--- src/rtl/kd_pkg.sv ---
package kd_pkg;

    localparam int FUNC_W = 4;
    localparam int CLS_W  = 4;
    localparam int OP_W   = CLS_W + FUNC_W;

    typedef enum logic [1:0] {
        FMT_CTRL = 2'd0,
        FMT_IMM  = 2'd1,
        FMT_REG  = 2'd2,
        FMT_JUMP = 2'd3
    } fmt_e;

    typedef enum logic [CLS_W-1:0] {
        CLS_NOP  = 4'h0,
        CLS_REG  = 4'h1,
        CLS_IMM  = 4'h2,
        CLS_JUMP = 4'h3,
        CLS_CTRL = 4'h4
    } cls_e;

    typedef enum logic [FUNC_W-1:0] {
        F_ADD, F_SUB, F_XOR, F_OR, F_AND, F_SHL, F_SHR, F_SAR,
        F_MUL, F_MULU, F_DIV, F_DIVU, F_LDB, F_STB, F_LDW, F_STW
    } func_e;

    typedef enum logic [FUNC_W-1:0] {
        JC_ALWAYS, JC_EQ, JC_LT, JC_GT, JC_LE, JC_GE, JC_LTU, JC_GTU
    } jcond_e;

    typedef enum logic [FUNC_W-1:0] {
        CT_PUSHR, CT_POPR, CT_PUSHI, CT_INVP, CT_RET,
        CT_CALL, CT_INT, CT_IRET, CT_SETIE, CT_CLRIE
    } ctrl_e;

    localparam logic [FUNC_W-1:0] JC_LAST = JC_GTU;
    localparam logic [FUNC_W-1:0] CT_LAST = CT_CLRIE;

    typedef struct packed {
        logic wants_rd;
        logic hilo;
        logic mem_rd;
        logic mem_wr;
        logic mem_byte;
    } exec_ctl_t;

    function automatic exec_ctl_t exec_ctl(input logic [FUNC_W-1:0] f);
        exec_ctl_t c;
        c = '0;
        unique case (f)
            F_ADD, F_SUB, F_XOR, F_OR, F_AND, F_SHL, F_SHR, F_SAR: c.wants_rd = 1'b1;
            F_MUL, F_MULU, F_DIV, F_DIVU:                          c.hilo     = 1'b1;
            F_LDB: begin c.wants_rd = 1'b1; c.mem_rd = 1'b1; c.mem_byte = 1'b1; end
            F_STB: begin c.mem_wr = 1'b1; c.mem_byte = 1'b1; end
            F_LDW: begin c.wants_rd = 1'b1; c.mem_rd = 1'b1; end
            F_STW: c.mem_wr = 1'b1;
            default: c = '0;
        endcase
        return c;
    endfunction

    function automatic logic is_muldiv(input logic [FUNC_W-1:0] f);
        return (f == F_MUL) || (f == F_MULU) || (f == F_DIV) || (f == F_DIVU);
    endfunction

endpackage

--- src/rtl/kd_field_split.sv ---
module kd_field_split
    import kd_pkg::*;
#(
    parameter int INSTR_W = 48,
    parameter int FIELD_W = 8,
    parameter int IDX_W   = 4,
    parameter int IMM_W   = 24,
    parameter int ADDR_W  = 32
) (
    input  logic [INSTR_W-1:0]       instr,
    output logic [OP_W-1:0]          opcode,
    output logic [2:0][IDX_W-1:0]    r_idx,
    output logic [2:0]               r_hi,
    output logic [IDX_W-1:0]         i_rd_idx,
    output logic                     i_rd_hi,
    output logic [IDX_W-1:0]         i_rs_idx,
    output logic                     i_rs_hi,
    output logic [IMM_W-1:0]         imm,
    output logic [ADDR_W-1:0]        target
);

    localparam int HI_W   = FIELD_W - IDX_W;
    localparam int I_RD_LO = INSTR_W - OP_W - FIELD_W;
    localparam int I_RS_LO = INSTR_W - OP_W - 2 * FIELD_W;

    assign opcode = instr[INSTR_W-1 -: OP_W];

    // register-class fields: index 0 = rs2, 1 = rs1, 2 = rd
    for (genvar k = 0; k < 3; k++) begin : g_rfield
        localparam int LO = k * FIELD_W;
        assign r_idx[k] = instr[LO +: IDX_W];
        assign r_hi[k]  = |instr[LO + IDX_W +: HI_W];
    end

    assign i_rd_idx = instr[I_RD_LO +: IDX_W];
    assign i_rd_hi  = |instr[I_RD_LO + IDX_W +: HI_W];
    assign i_rs_idx = instr[I_RS_LO +: IDX_W];
    assign i_rs_hi  = |instr[I_RS_LO + IDX_W +: HI_W];
    assign imm      = instr[IMM_W-1:0];
    assign target   = instr[ADDR_W-1:0];

endmodule

--- src/rtl/kd_op_class.sv ---
module kd_op_class
    import kd_pkg::*;
(
    input  logic [OP_W-1:0]   opcode,
    output cls_e              cls,
    output logic [FUNC_W-1:0] func,
    output logic              legal
);

    logic [CLS_W-1:0] cls_raw;

    assign cls_raw = opcode[OP_W-1 -: CLS_W];
    assign func    = opcode[FUNC_W-1:0];
    assign cls     = cls_e'(cls_raw);

    always_comb begin
        unique case (cls_raw)
            CLS_NOP:          legal = (func == '0);
            CLS_REG, CLS_IMM: legal = 1'b1;
            CLS_JUMP:         legal = (func <= JC_LAST);
            CLS_CTRL:         legal = (func <= CT_LAST);
            default:          legal = 1'b0;
        endcase
    end

endmodule

--- src/rtl/kd_branch_eval.sv ---
module kd_branch_eval
    import kd_pkg::*;
(
    input  logic [FUNC_W-1:0] cond,
    input  logic              flag_zero,
    input  logic              flag_sign,
    input  logic              flag_ovf,
    output logic              cond_met
);

    always_comb begin
        unique case (cond)
            JC_ALWAYS: cond_met = 1'b1;
            JC_EQ:     cond_met = flag_zero;
            JC_LT:     cond_met = ~flag_sign;
            JC_GT:     cond_met = flag_sign;
            JC_LE:     cond_met = flag_zero & ~flag_sign;
            JC_GE:     cond_met = flag_zero & flag_sign;
            JC_LTU:    cond_met = flag_ovf;
            JC_GTU:    cond_met = ~flag_ovf;
            default:   cond_met = 1'b0;
        endcase
    end

endmodule

--- src/rtl/kd_decoder.sv ---
module kd_decoder
    import kd_pkg::*;
#(
    parameter int INSTR_W = 48,
    parameter int FIELD_W = 8,
    parameter int IDX_W   = 4,
    parameter int IMM_W   = 24,
    parameter int ADDR_W  = 32,
    parameter int IP_STEP = INSTR_W / 8
) (
    input  logic [INSTR_W-1:0] instr,
    input  logic               flag_zero,
    input  logic               flag_sign,
    input  logic               flag_ovf,
    input  logic [ADDR_W-1:0]  cur_ip,
    output logic [1:0]         fmt,
    output logic [IDX_W-1:0]   rd_idx,
    output logic [IDX_W-1:0]   rs1_idx,
    output logic [IDX_W-1:0]   rs2_idx,
    output logic [ADDR_W-1:0]  imm_ext,
    output logic [FUNC_W-1:0]  exec_op,
    output logic               use_imm,
    output logic               rd_we,
    output logic               hilo_we,
    output logic               mem_rd,
    output logic               mem_wr,
    output logic               mem_byte,
    output logic               ctrl_valid,
    output logic [FUNC_W-1:0]  ctrl_op,
    output logic               branch_taken,
    output logic [ADDR_W-1:0]  next_ip,
    output logic               invalid
);

    localparam int EXT_W = ADDR_W - IMM_W;

    logic [OP_W-1:0]       opcode;
    logic [2:0][IDX_W-1:0] r_idx;
    logic [2:0]            r_hi;
    logic [IDX_W-1:0]      i_rd_idx, i_rs_idx;
    logic                  i_rd_hi, i_rs_hi;
    logic [IMM_W-1:0]      imm;
    logic [ADDR_W-1:0]     target;
    cls_e                  cls;
    logic [FUNC_W-1:0]     func;
    logic                  legal;
    logic                  cond_met;
    logic                  field_bad;
    exec_ctl_t             ctl;
    logic [ADDR_W-1:0]     seq_ip;

    kd_field_split #(
        .INSTR_W(INSTR_W), .FIELD_W(FIELD_W), .IDX_W(IDX_W),
        .IMM_W(IMM_W), .ADDR_W(ADDR_W)
    ) u_split (
        .instr(instr), .opcode(opcode), .r_idx(r_idx), .r_hi(r_hi),
        .i_rd_idx(i_rd_idx), .i_rd_hi(i_rd_hi),
        .i_rs_idx(i_rs_idx), .i_rs_hi(i_rs_hi),
        .imm(imm), .target(target)
    );

    kd_op_class u_class (
        .opcode(opcode), .cls(cls), .func(func), .legal(legal)
    );

    kd_branch_eval u_branch (
        .cond(func), .flag_zero(flag_zero), .flag_sign(flag_sign),
        .flag_ovf(flag_ovf), .cond_met(cond_met)
    );

    assign ctl    = exec_ctl(func);
    assign seq_ip = cur_ip + ADDR_W'(IP_STEP);

    // register fields whose upper bits must be clear, per class
    always_comb begin
        unique case (cls)
            CLS_REG:  field_bad = |r_hi;
            CLS_IMM:  field_bad = i_rs_hi | (i_rd_hi & ~is_muldiv(func));
            CLS_CTRL: field_bad = i_rs_hi;
            default:  field_bad = 1'b0;
        endcase
    end

    assign invalid = ~legal | field_bad;

    always_comb begin
        fmt          = FMT_CTRL;
        rd_idx       = '0;
        rs1_idx      = '0;
        rs2_idx      = '0;
        imm_ext      = '0;
        exec_op      = '0;
        use_imm      = 1'b0;
        rd_we        = 1'b0;
        hilo_we      = 1'b0;
        mem_rd       = 1'b0;
        mem_wr       = 1'b0;
        mem_byte     = 1'b0;
        ctrl_valid   = 1'b0;
        ctrl_op      = '0;
        branch_taken = 1'b0;
        if (!invalid) begin
            unique case (cls)
                CLS_REG: begin
                    fmt      = FMT_REG;
                    rd_idx   = r_idx[2];
                    rs1_idx  = r_idx[1];
                    rs2_idx  = r_idx[0];
                    exec_op  = func;
                    rd_we    = ctl.wants_rd & (r_idx[2] != '0);
                    hilo_we  = ctl.hilo;
                    mem_rd   = ctl.mem_rd;
                    mem_wr   = ctl.mem_wr;
                    mem_byte = ctl.mem_byte;
                end
                CLS_IMM: begin
                    fmt      = FMT_IMM;
                    rd_idx   = i_rd_idx;
                    rs1_idx  = i_rs_idx;
                    imm_ext  = {{EXT_W{1'b0}}, imm};
                    exec_op  = func;
                    use_imm  = 1'b1;
                    rd_we    = ctl.wants_rd & (i_rd_idx != '0);
                    hilo_we  = ctl.hilo;
                    mem_rd   = ctl.mem_rd;
                    mem_wr   = ctl.mem_wr;
                    mem_byte = ctl.mem_byte;
                end
                CLS_JUMP: begin
                    fmt          = FMT_JUMP;
                    imm_ext      = target;
                    branch_taken = cond_met;
                end
                CLS_CTRL: begin
                    fmt        = FMT_CTRL;
                    rs1_idx    = i_rs_idx;
                    imm_ext    = {{EXT_W{1'b0}}, imm};
                    ctrl_valid = 1'b1;
                    ctrl_op    = func;
                end
                default: ;
            endcase
        end
    end

    assign next_ip = branch_taken ? target : seq_ip;

endmodule

--- config.mk ---
export PLATFORM = sky130hd
export DESIGN_NAME = kd_decoder
export DESIGN_NICKNAME = d
export VERILOG_FILES = /design/src/rtl/kd_pkg.sv /design/src/rtl/kd_field_split.sv /design/src/rtl/kd_op_class.sv /design/src/rtl/kd_branch_eval.sv /design/src/rtl/kd_decoder.sv
export SDC_FILE = /design/constraint.sdc
export NUM_CORES = 1
export LEC_CHECK = 0
export ABC_AREA = 0
export BUFFER_PORTS_ARGS = -buffer_cell sky130_fd_sc_hd__clkbuf_2
export CAP_MARGIN = 10
export CORE_UTILIZATION = 39
export DETAILED_ROUTE_END_ITERATION = 10
export MAX_ROUTING_LAYER = met4
export PLACE_DENSITY = 0.86
export SYNTH_ARGS = -nofsm -noshare
export SYNTH_HDL_FRONTEND = slang
export SYNTH_SLANG_ARGS = --single-unit
--- constraint.sdc ---
create_clock -name vclk -period 2.2
set_input_delay 0.22 -clock vclk [all_inputs]
set_output_delay 0.22 -clock vclk [all_outputs]
set_load 0.05 [all_outputs]
==> results.yml, run 1 <==
timing:
  layout_min_cycle_time_ns: 2.429
  hold_violations: 0
  finalSetupViolations: 85
  fin_ws_ns: -0.2293
  clock.fmax_mhz: 411.6
  grt_setup_unrepaired: "true"
  maxSlewViolCount: 0
  tightest_slew_ns: 0.7218
  post-route-period-util_pct: 110.4
  slew_headroom_pct: 51.88
routing:
  final_antenna_net_count: 0
  viasPerCell: 6.457
  avgRoutedWirePerCell_um: 23.45
  firstDrtPassIters: 6
  drt_wl_total_mm: 12.66
  drc_errors: 0
  vias: 3487
  drtIter0Drc: 406
clock_tree:
  holdBufCountCts: 0
flow_run:
  cap_violations: 0
worst_setup_path:
  max_stage_delay_ns: 0.52
  crit_path_start: "instr[46]"
  crit_path_top_delay_cell: "a221o_2"
  crit_path_end_kind: "output port"
  crit_type: "in2out"
  crit_fanout: 8
  critPathTopFamily: "buffers and inverters"
  cp.required_ns: 1.98
  path_buf_inv: 4
  endpoint: "imm_ext[17]"
  cp.arrival_ns: 2.21
  worst_setup_path_start_kind: "input port"
  cp_num_cells: 8
  crit_chain: "clkbuf_2 > buf_4 > nor2_1 > o311ai_1 > a221o_2 > buf_8 > nor3_1 > buf_4"
  cp_common_cell: "buf_4"
global_routing:
  grt_overflow_total: 0
  antenna_found_initial: 0
  grt_pass1_wl_mm: 15.44
  grt_pass1_vias: 3094
  grt_usage_pct: 38.71
  grt_max_degree: 14
place:
  dp_slack_ns: -0.2997
  dp_hpwl_mm: 6.542
  dpl_cell_area_um2: 3378
  portBuffers: 178
  routabilityCongestion: 0.8396
pwr:
  p_sw_w: 0.0004568
  pwr-share-seq_pct: 0
  p_leak_nw: 2.107
  power_density_nw_per_um2: 182.6
  ir_worst_vdd_v: 0.0001793
  combPwrFrac_pct: 100.0
  p_int_w: 0.0003468
  swShare_pct: 56.84
  clkPwrFrac_pct: 0
floorplan:
  die_y_um: 71.88
  die_w_um: 71.88
  core_um2: 4723
  initial_core_util_pct: 40.32
  boundaryPins: 178
  num_rows: 25
  dieArea_um2: 5166
logic_synthesis:
  synth_nets: 338
  seq_area_frac_synth_pct: 0
  yosys.cell_types.count: 45
  syn_area_um2: 1904
  yosysMostFrequentCell: "and2_1"
  synth.area.top_cells: "mux2_4, and2_1, xnor2_1, nor2_1, xor2_1"
  syn_inst: 254
  netlist.area_leader.share_pct: 21.29
  syn_avg_cell_area_um2: 7.497
  synthTopCellsByCount: "and2_1, mux2_4, nor2_1, xnor2_1"
  yosysTopAreaCell: "mux2_4"
  yosys_warnings: 0
layout:
  layout-drive-gt1-share_pct: 71.04
  seq_area_um2: 0
  area_growth_pct: 131.1
  multi_input_area_um2: 2130
  numSequentialCells: 0
  fillers: 160
  diodes: 0
  clock_buffers: 0
  fin_area_um2: 4402
  num-nets-final: 559
outcome:
  violations: "setup timing"
  status: "finished with violations"
hold_path:
  min_path_type: "in2out"
[area by class of cell]
cell class,instances,share of cell area [%]
Inverter,9,0.8243
Timing Repair Buffer,234,48.89
Multi-Input combinational cell,230,48.38
Tap cell,67,1.904
[stage by stage]
stage / hold WS (ns) / total power (W) / cells / utilization [%] / TNS [ns]
floorplan: 0.6553 / 0.0003627 / 254 / - / -2.553
global placement: 0.8803 / 0.0005851 / 533 / 71.52 / -9.529
detailed placement: 0.8852 / 0.0005964 / 533 / 71.52 / -13.48
CTS: 0.8291 / 0.0006956 / 538 / 87.42 / -0.6398
global route: 0.8225 / 0.0008235 / 540 / 93.19 / -7.929
finish: 0.8103 / 0.0008036 / 540 / 93.19 / -4.346
[power groups by stage]
stage                     combinational, W  sequential [W]  clock [W]
after floorplan                   0.000363               0          0
after global placement            0.000585               0          0
after detailed placement          0.000596               0          0
after CTS                         0.000696               0          0
after global routing              0.000824               0          0
final                             0.000804               0          0
[routing by layer]
metal  routed length (µm)  part of all wire (%)  GRT usage (%)  vias to the layer above
met2                 5948                    47          72.64                      370
met1                 4040                    32          39.66                     1597
met4                 1303                    10          17.65                        0
met3                 1370                    11          5.204                      161
met5                    0                     0              -                        -
li1                     -                     -              -                     1359
[timing repair]
action                     in CTS  in global routing
setup endpoints to repair      75                 88
pin swaps                       4                 22
buffers inserted                5                  2
gates resized for setup       158                132
[cells in the final DEF, fill, tap and decap left out, types with 3 or more instances in the layout]
| cell | netlist | routed |
|---|---|---|
| clkbuf_2 | 0 | 89 |
| buf_8 | 0 | 60 |
| buf_4 | 0 | 55 |
| mux2_4 | 27 | 27 |
| and2_4 | 0 | 22 |
| and2_1 | 42 | 20 |
| xnor2_1 | 21 | 20 |
| nor2_4 | 0 | 11 |
| nand2_1 | 11 | 11 |
| nand4_1 | 9 | 9 |
| xor2_1 | 9 | 9 |
| nand3_1 | 11 | 8 |
| nor2_1 | 24 | 8 |
| a22oi_1 | 8 | 8 |
| buf_6 | 6 | 8 |
| buf_12 | 0 | 8 |
| inv_1 | 9 | 7 |
| clkbuf_4 | 0 | 6 |
| nor2_2 | 0 | 5 |
| nor2b_1 | 5 | 5 |
| nor4_2 | 3 | 5 |
| and3_1 | 5 | 5 |
| nor3_1 | 7 | 4 |
| a21oi_1 | 5 | 4 |
| buf_2 | 6 | 4 |
| nor4_4 | 0 | 3 |
| o21ai_0 | 4 | 3 |
| nand3_2 | 1 | 3 |
| mux2_2 | 3 | 3 |
[worst min-delay path by stage]
stage                        endpoint  slack, ns  startpoint  cells after the start
after floorplan                fmt[0]       0.66   instr[47]                      2
after CTS                  next_ip[0]       0.83   cur_ip[0]                      3
final                      next_ip[0]       0.81   cur_ip[0]                      3
after global placement     imm_ext[1]       0.88    instr[1]                      3
after global routing      imm_ext[22]       0.82   instr[22]                      3
after detailed placement   rs2_idx[1]       0.89    instr[1]                      3
[kinds of logic after synthesis]
group	share of synthesized area, %
AND/OR/NAND/NOR	42.64
AO/OA/AOI/OAI	11.30
buffers and inverters	7.490
adder cells (fa/ha/maj)	0.6569
multiplexers	24.11
XOR/XNOR	13.80
(Power assumes the default switching activity.)
==> run 2, diff against run 1 <==
--- a/config.mk
+++ b/config.mk
@@ -5,13 +5,14 @@
 export SDC_FILE = /design/constraint.sdc
 export NUM_CORES = 1
 export LEC_CHECK = 0
-export ABC_AREA = 0
+export ABC_AREA = 1
 export BUFFER_PORTS_ARGS = -buffer_cell sky130_fd_sc_hd__clkbuf_2
 export CAP_MARGIN = 10
-export CORE_UTILIZATION = 39
+export CORE_UTILIZATION = 43
 export DETAILED_ROUTE_END_ITERATION = 10
 export MAX_ROUTING_LAYER = met4
-export PLACE_DENSITY = 0.86
+export PLACE_DENSITY = 0.87
+export SKIP_LAST_GASP = 1
 export SYNTH_ARGS = -nofsm -noshare
 export SYNTH_HDL_FRONTEND = slang
 export SYNTH_SLANG_ARGS = --single-unit
==> run 2 against run 1 <==
Against the previous run:
- the run now ends clean
- count of clock-buffer cells in the layout did not move
- synthesized cell count rose by 92%
- design area fell by 15%
- routed wire length fell by 20%
- cell count rose by 36%
- highest routed layer unchanged
==> results.yml, run 2 <==
outcome:
  status: "finished clean"
routing:
  vias: 3843
  drc_errors: 0
  final_antenna_net_count: 0
  firstDrtPassIters: 5
  avgRoutedWirePerCell_um: 13.86
  viasPerCell: 5.243
  drt_wl_total_mm: 10.16
  drtIter0Drc: 299
layout:
  multi_input_area_um2: 2086
  utilization_pct: 71.21
  area_growth_pct: 55.67
  final_cell_mix: "nand2_1, clkbuf_2, nor2_1"
  final_cell_count_no_fill: 733
  fillers: 478
  layout-drive-gt1-share_pct: 37.56
  final_common_cell: "nand2_1"
  numSequentialCells: 0
  clock_buffers: 0
  num-nets-final: 749
  seq_area_um2: 0
  diodes: 0
flow_run:
  cap_violations: 0
worst_setup_path:
  max_stage_delay_ns: 0.31
  crit_chain: "clkbuf_2 > nor2_4 > nand3_2 > nand2_2 > nor2_1 > nand2_2 > nand2_4 > buf_12 > nor3_2 > clkbuf_2"
  worst_setup_path_start_kind: "input port"
  crit_path_top_delay_cell: "clkbuf_2"
  crit_path_end_kind: "output port"
  crit_fanout: 16
  cp.required_ns: 1.98
  cp.arrival_ns: 1.85
  crit_type: "in2out"
logic_synthesis:
  netlist.area_leader.share_pct: 31.33
  synth.area.top_cells: "nand2_1, nor2_1, nor3_2, inv_1, xor2_1"
  yosys_warnings: 0
  synthAdderAreaFrac_pct: 0.5222
  yosysMostFrequentCell: "nand2_1"
  yosysTopAreaCell: "nand2_1"
  synthTopCellsByCount: "nand2_1, nor2_1, inv_1, nor3_2, o21ai_0"
  synthMuxAreaShare_pct: 0
  seq_area_frac_synth_pct: 0
  synth_simple_gate_area_share_pct: 72.11
  yosys.cell_types.count: 31
  synth_top_family_by_area: "simple AND/OR/NAND/NOR gates"
  syn_inst: 487
  yosys.area_share.xor_xnor_pct: 5.483
  synth_compound_area_share_pct: 8.512
  synth_nets: 571
  syn_area_um2: 2396
  syn_avg_cell_area_um2: 4.920
pwr:
  swShare_pct: 69.56
  pwr-share-seq_pct: 0
  ir_worst_vdd_v: 0.0001559
  p_leak_nw: 2.007
  p_sw_w: 0.0004867
  totalPowerFinal_w: 0.0006997
  p_int_w: 0.0002130
  clkPwrFrac_pct: 0
  combPwrFrac_pct: 100.0
  power_density_nw_per_um2: 187.6
timing:
  finalSetupViolations: 0
  grt_setup_unrepaired: "true"
  timing.setup.tns_ns: 0
  whs_ns: 0.8305
  tightest_slew_ns: 0.6662
  maxSlewViolCount: 0
  layout_min_cycle_time_ns: 2.066
  slew_headroom_pct: 55.54
  hold_violations: 0
  clock.fmax_mhz: 484.0
  post-route-period-util_pct: 93.91
place:
  dp_hpwl_mm: 8.870
  portBuffers: 178
  dp.cells: 733
  routabilityCongestion: 1.039
floorplan:
  die_y_um: 76.65
  dieArea_um2: 5874
  die_w_um: 76.65
  core_um2: 5238
  initial_core_util_pct: 45.75
  num_rows: 26
  boundaryPins: 178
hold_path:
  min_path_type: "in2out"
global_routing:
  antenna_found_initial: 0
  grt_overflow_total: 0
  grt_pass1_vias: 3420
  grt_usage_pct: 34.37
  grt_max_degree: 30
  grt_pass1_wl_mm: 16.22
run 2: cell count changes in the layout (fill, tap and decap cells not counted), sizes merged, moves of 17 or more:
cell    before  now
buf        135   35
o21ai        5   22
and2        42    0
nor2        24   84
inv          9   54
nor3         7   41
xnor2       21    2
clkbuf      99  155
mux2        30    0
nand2       11  205
run 2: worst paths after layout:
kind       from          end  slack, ns  cells past startpoint
max   instr[46]  imm_ext[17]       0.13                     10
min   instr[24]  imm_ext[24]       0.83                      4
run 2: layout make-up:
type               count  share of cell area (%)
well taps             70                   2.348
multi-input cells    419                   55.92
repair buffers       190                   36.23
inverters             54                   5.502
run 2: critical path: cells and delay by family:
family / cells / cell delay (ns)
buf+inv: 3 / 0.62
simple gates: 7 / 1.00
run 2: power by group through the flow:
stage,sequential (W),combinational [W],clock [W]
after floorplan,0,0.000428,0
after global placement,0,0.000683,0
after detailed placement,0,0.000691,0
after CTS,0,0.000693,0
after global routing,0,0.000745,0
final,0,0.000700,0
run 2: through the flow:
| step | setup slack, ns | instance area, µm² |
|---|---|---|
| 6_report | 0.1339 | 3730 |
| 5_1_grt | -0.003145 | 3730 |
| 4_1_cts | 0.1318 | 3720 |
| 3_5_place_dp | 0.1367 | 3720 |
| 3_3_place_gp | 0.1895 | 3720 |
| 2_1_floorplan | -0.07385 | 2401 |
run 2: cells by family (layout without fill, tap and decap cells):
group | Yosys count | after routing
AO/OA/AOI/OAI | 35 | 35
XOR/XNOR | 15 | 15
adder cells (fa/ha/maj) | 1 | 1
buffers and inverters | 68 | 244
AND/OR/NAND/NOR | 368 | 368
run 2: timing repair:
item | CTS | global route
gates resized for setup | 0 | 7
endpoints found under the setup margin | 0 | 20
hold endpoints to repair | 0 | 0
buffers inserted | 0 | 0
hold buffers | 0 | 0
run 2: metal layers:
layer / routed length (µm) / share of wire (%) / up-vias / track usage, %
met5: 0 / 0 / - / -
met1: 3987 / 39 / 1685 / 40.71
met2: 5087 / 50 / 235 / 62.88
li1: - / - / 1889 / -
met3: 818 / 8.1 / 34 / 2.515
met4: 263 / 2.6 / 0 / 7.500
==> run 3, diff against run 2 <==
--- a/config.mk
+++ b/config.mk
@@ -8,10 +8,11 @@
 export ABC_AREA = 1
 export BUFFER_PORTS_ARGS = -buffer_cell sky130_fd_sc_hd__clkbuf_2
 export CAP_MARGIN = 10
-export CORE_UTILIZATION = 43
+export CORE_MARGIN = 2
+export CORE_UTILIZATION = 46
 export DETAILED_ROUTE_END_ITERATION = 10
 export MAX_ROUTING_LAYER = met4
-export PLACE_DENSITY = 0.87
+export PLACE_DENSITY = 0.92
 export SKIP_LAST_GASP = 1
 export SYNTH_ARGS = -nofsm -noshare
 export SYNTH_HDL_FRONTEND = slang
==> constraint.sdc (replaced) <==
create_clock -name vclk -period 2.5
set_input_delay 0.125 -clock vclk [all_inputs]
set_output_delay 0.125 -clock vclk [all_outputs]
set_load 0.05 [all_outputs]
==> run 3 against run 2 <==
Against the previous run:
- design area is 12% lower
- global-route usage is 0.98 points lower
- count of clock-buffer cells in the layout is the same
- cell count shrank 1.1%
- critical path depth increased by 2
- total power is 19% lower
- sequential cell count is the same
- setup slack gained 0.21 ns
- critical endpoint is now next_ip[13]
- largest cell class unchanged
==> results.yml, run 3 (synthesized netlist as in run 2, its figures left out) <==
global_routing:
  antenna_found_initial: 0
  grt_usage_pct: 33.39
  grt_pass1_vias: 3420
  grt_max_degree: 37
  grt_overflow_total: 0
  grt_pass1_wl_mm: 15.95
layout:
  area_growth_pct: 37.18
  final_common_cell: "nand2_1"
  numSequentialCells: 0
  clock_buffers: 0
  num-nets-final: 741
  fillers: 557
  seq_area_um2: 0
  final_cell_count_no_fill: 725
  final_cell_mix: "nand2_1, clkbuf_2, nor2_1"
  diodes: 0
  layout-drive-gt1-share_pct: 36.34
clock_tree:
  postCtsSetupBuffers: 0
  holdBufCountCts: 0
  ctsResizeCount: 0
pwr:
  clkPwrFrac_pct: 0
  ir_worst_vdd_v: 0.0001517
  power_density_nw_per_um2: 171.5
  p_sw_w: 0.0004171
  pwr-share-seq_pct: 0
  totalPowerFinal_w: 0.0005638
  combPwrFrac_pct: 100.0
  swShare_pct: 73.97
  p_leak_nw: 1.865
  p_int_w: 0.0001467
routing:
  drc_errors: 0
  firstDrtPassIters: 6
  avgRoutedWirePerCell_um: 13.68
  viasPerCell: 5.159
  drt_wl_total_mm: 9.916
  drtIter0Drc: 234
  vias: 3740
  final_antenna_net_count: 0
flow_run:
  cap_violations: 0
timing:
  slew_headroom_pct: 56.83
  fin_ws_ns: 0.3390
  timing.setup.tns_ns: 0
  clock.fmax_mhz: 462.8
  maxSlewViolCount: 0
  grt_setup_unrepaired: "false"
  layout_min_cycle_time_ns: 2.161
  hold_violations: 0
  post-route-period-util_pct: 86.44
  finalSetupViolations: 0
  tightest_slew_ns: 0.6469
floorplan:
  core_um2: 5075
  dieArea_um2: 5802
  die_y_um: 76.17
  num_rows: 26
  die_w_um: 76.17
  initial_core_util_pct: 47.21
  boundaryPins: 178
worst_setup_path:
  cp.arrival_ns: 2.04
  crit_fanout: 5
  worst_setup_path_start_kind: "input port"
  crit_path_end_kind: "output port"
  crit_type: "in2out"
  cp.required_ns: 2.38
place:
  dp_slack_ns: 0.3532
  portBuffers: 178
  dp_hpwl_mm: 8.509
  dp.cells: 725
  routabilityCongestion: 0.9692
hold_path:
  min_path_type: "in2out"
outcome:
  status: "finished clean"
run 3: cell types whose count changed in the layout (fill, tap and decap cells not counted), moves of 2 or more:
cell	previous run	this run
nor2_1	76	78
buf_4	9	4
clkbuf_2	154	178
buf_12	25	0
nor2_2	6	4
run 3: final cells by class:
type | instances | area (µm²) | share of cell area (%)
Multi-Input combinational cell | 419 | 2076 | 63.15
Inverter | 54 | 202.7 | 6.167
Tap cell | 70 | 87.58 | 2.665
Timing Repair Buffer | 182 | 920.9 | 28.02
run 3: power groups by stage:
stage          combinational (W)  sequential, W  clock [W]
2_1_floorplan           0.000376              0          0
3_3_place_gp            0.000553              0          0
3_5_place_dp            0.000558              0          0
4_1_cts                 0.000560              0          0
5_1_grt                 0.000605              0          0
6_report                0.000564              0          0
run 3: critical path: stages:
cell	delay, ns
clkbuf_2	0.12
inv_1	0.07
ha_1	0.23
inv_1	0.12
nand2_1	0.08
nor2_1	0.33
inv_1	0.09
nor2_1	0.26
xor2_1	0.19
nand2_1	0.06
nand2_1	0.08
clkbuf_2	0.27
run 3: through the flow:
stage          hold WS (ns)  utilization [%]  cell area [µm²]
3_5_place_dp         0.6637            64.77             3287
6_report             0.6671            64.77             3287
5_1_grt              0.6872            64.77             3287
4_1_cts              0.6646            64.77             3287
3_3_place_gp         0.6609            64.77             3287
2_1_floorplan        0.4304                -             2396
run 3: final timing paths:
check / startpoint / to / slack, ns / cells past startpoint
max: cur_ip[1] / next_ip[13] / 0.34 / 12
min: instr[28] / next_ip[28] / 0.67 / 4
run 3: routing by layer:
metal	wire, µm	vias up	global-route usage (%)	part of all wire [%]
li1	-	1875	-	-
met1	3954	1642	40.64	40
met2	4886	199	60.62	49
met3	788	24	2.014	7.9
met4	287	0	7.636	2.9
met5	0	-	-	0
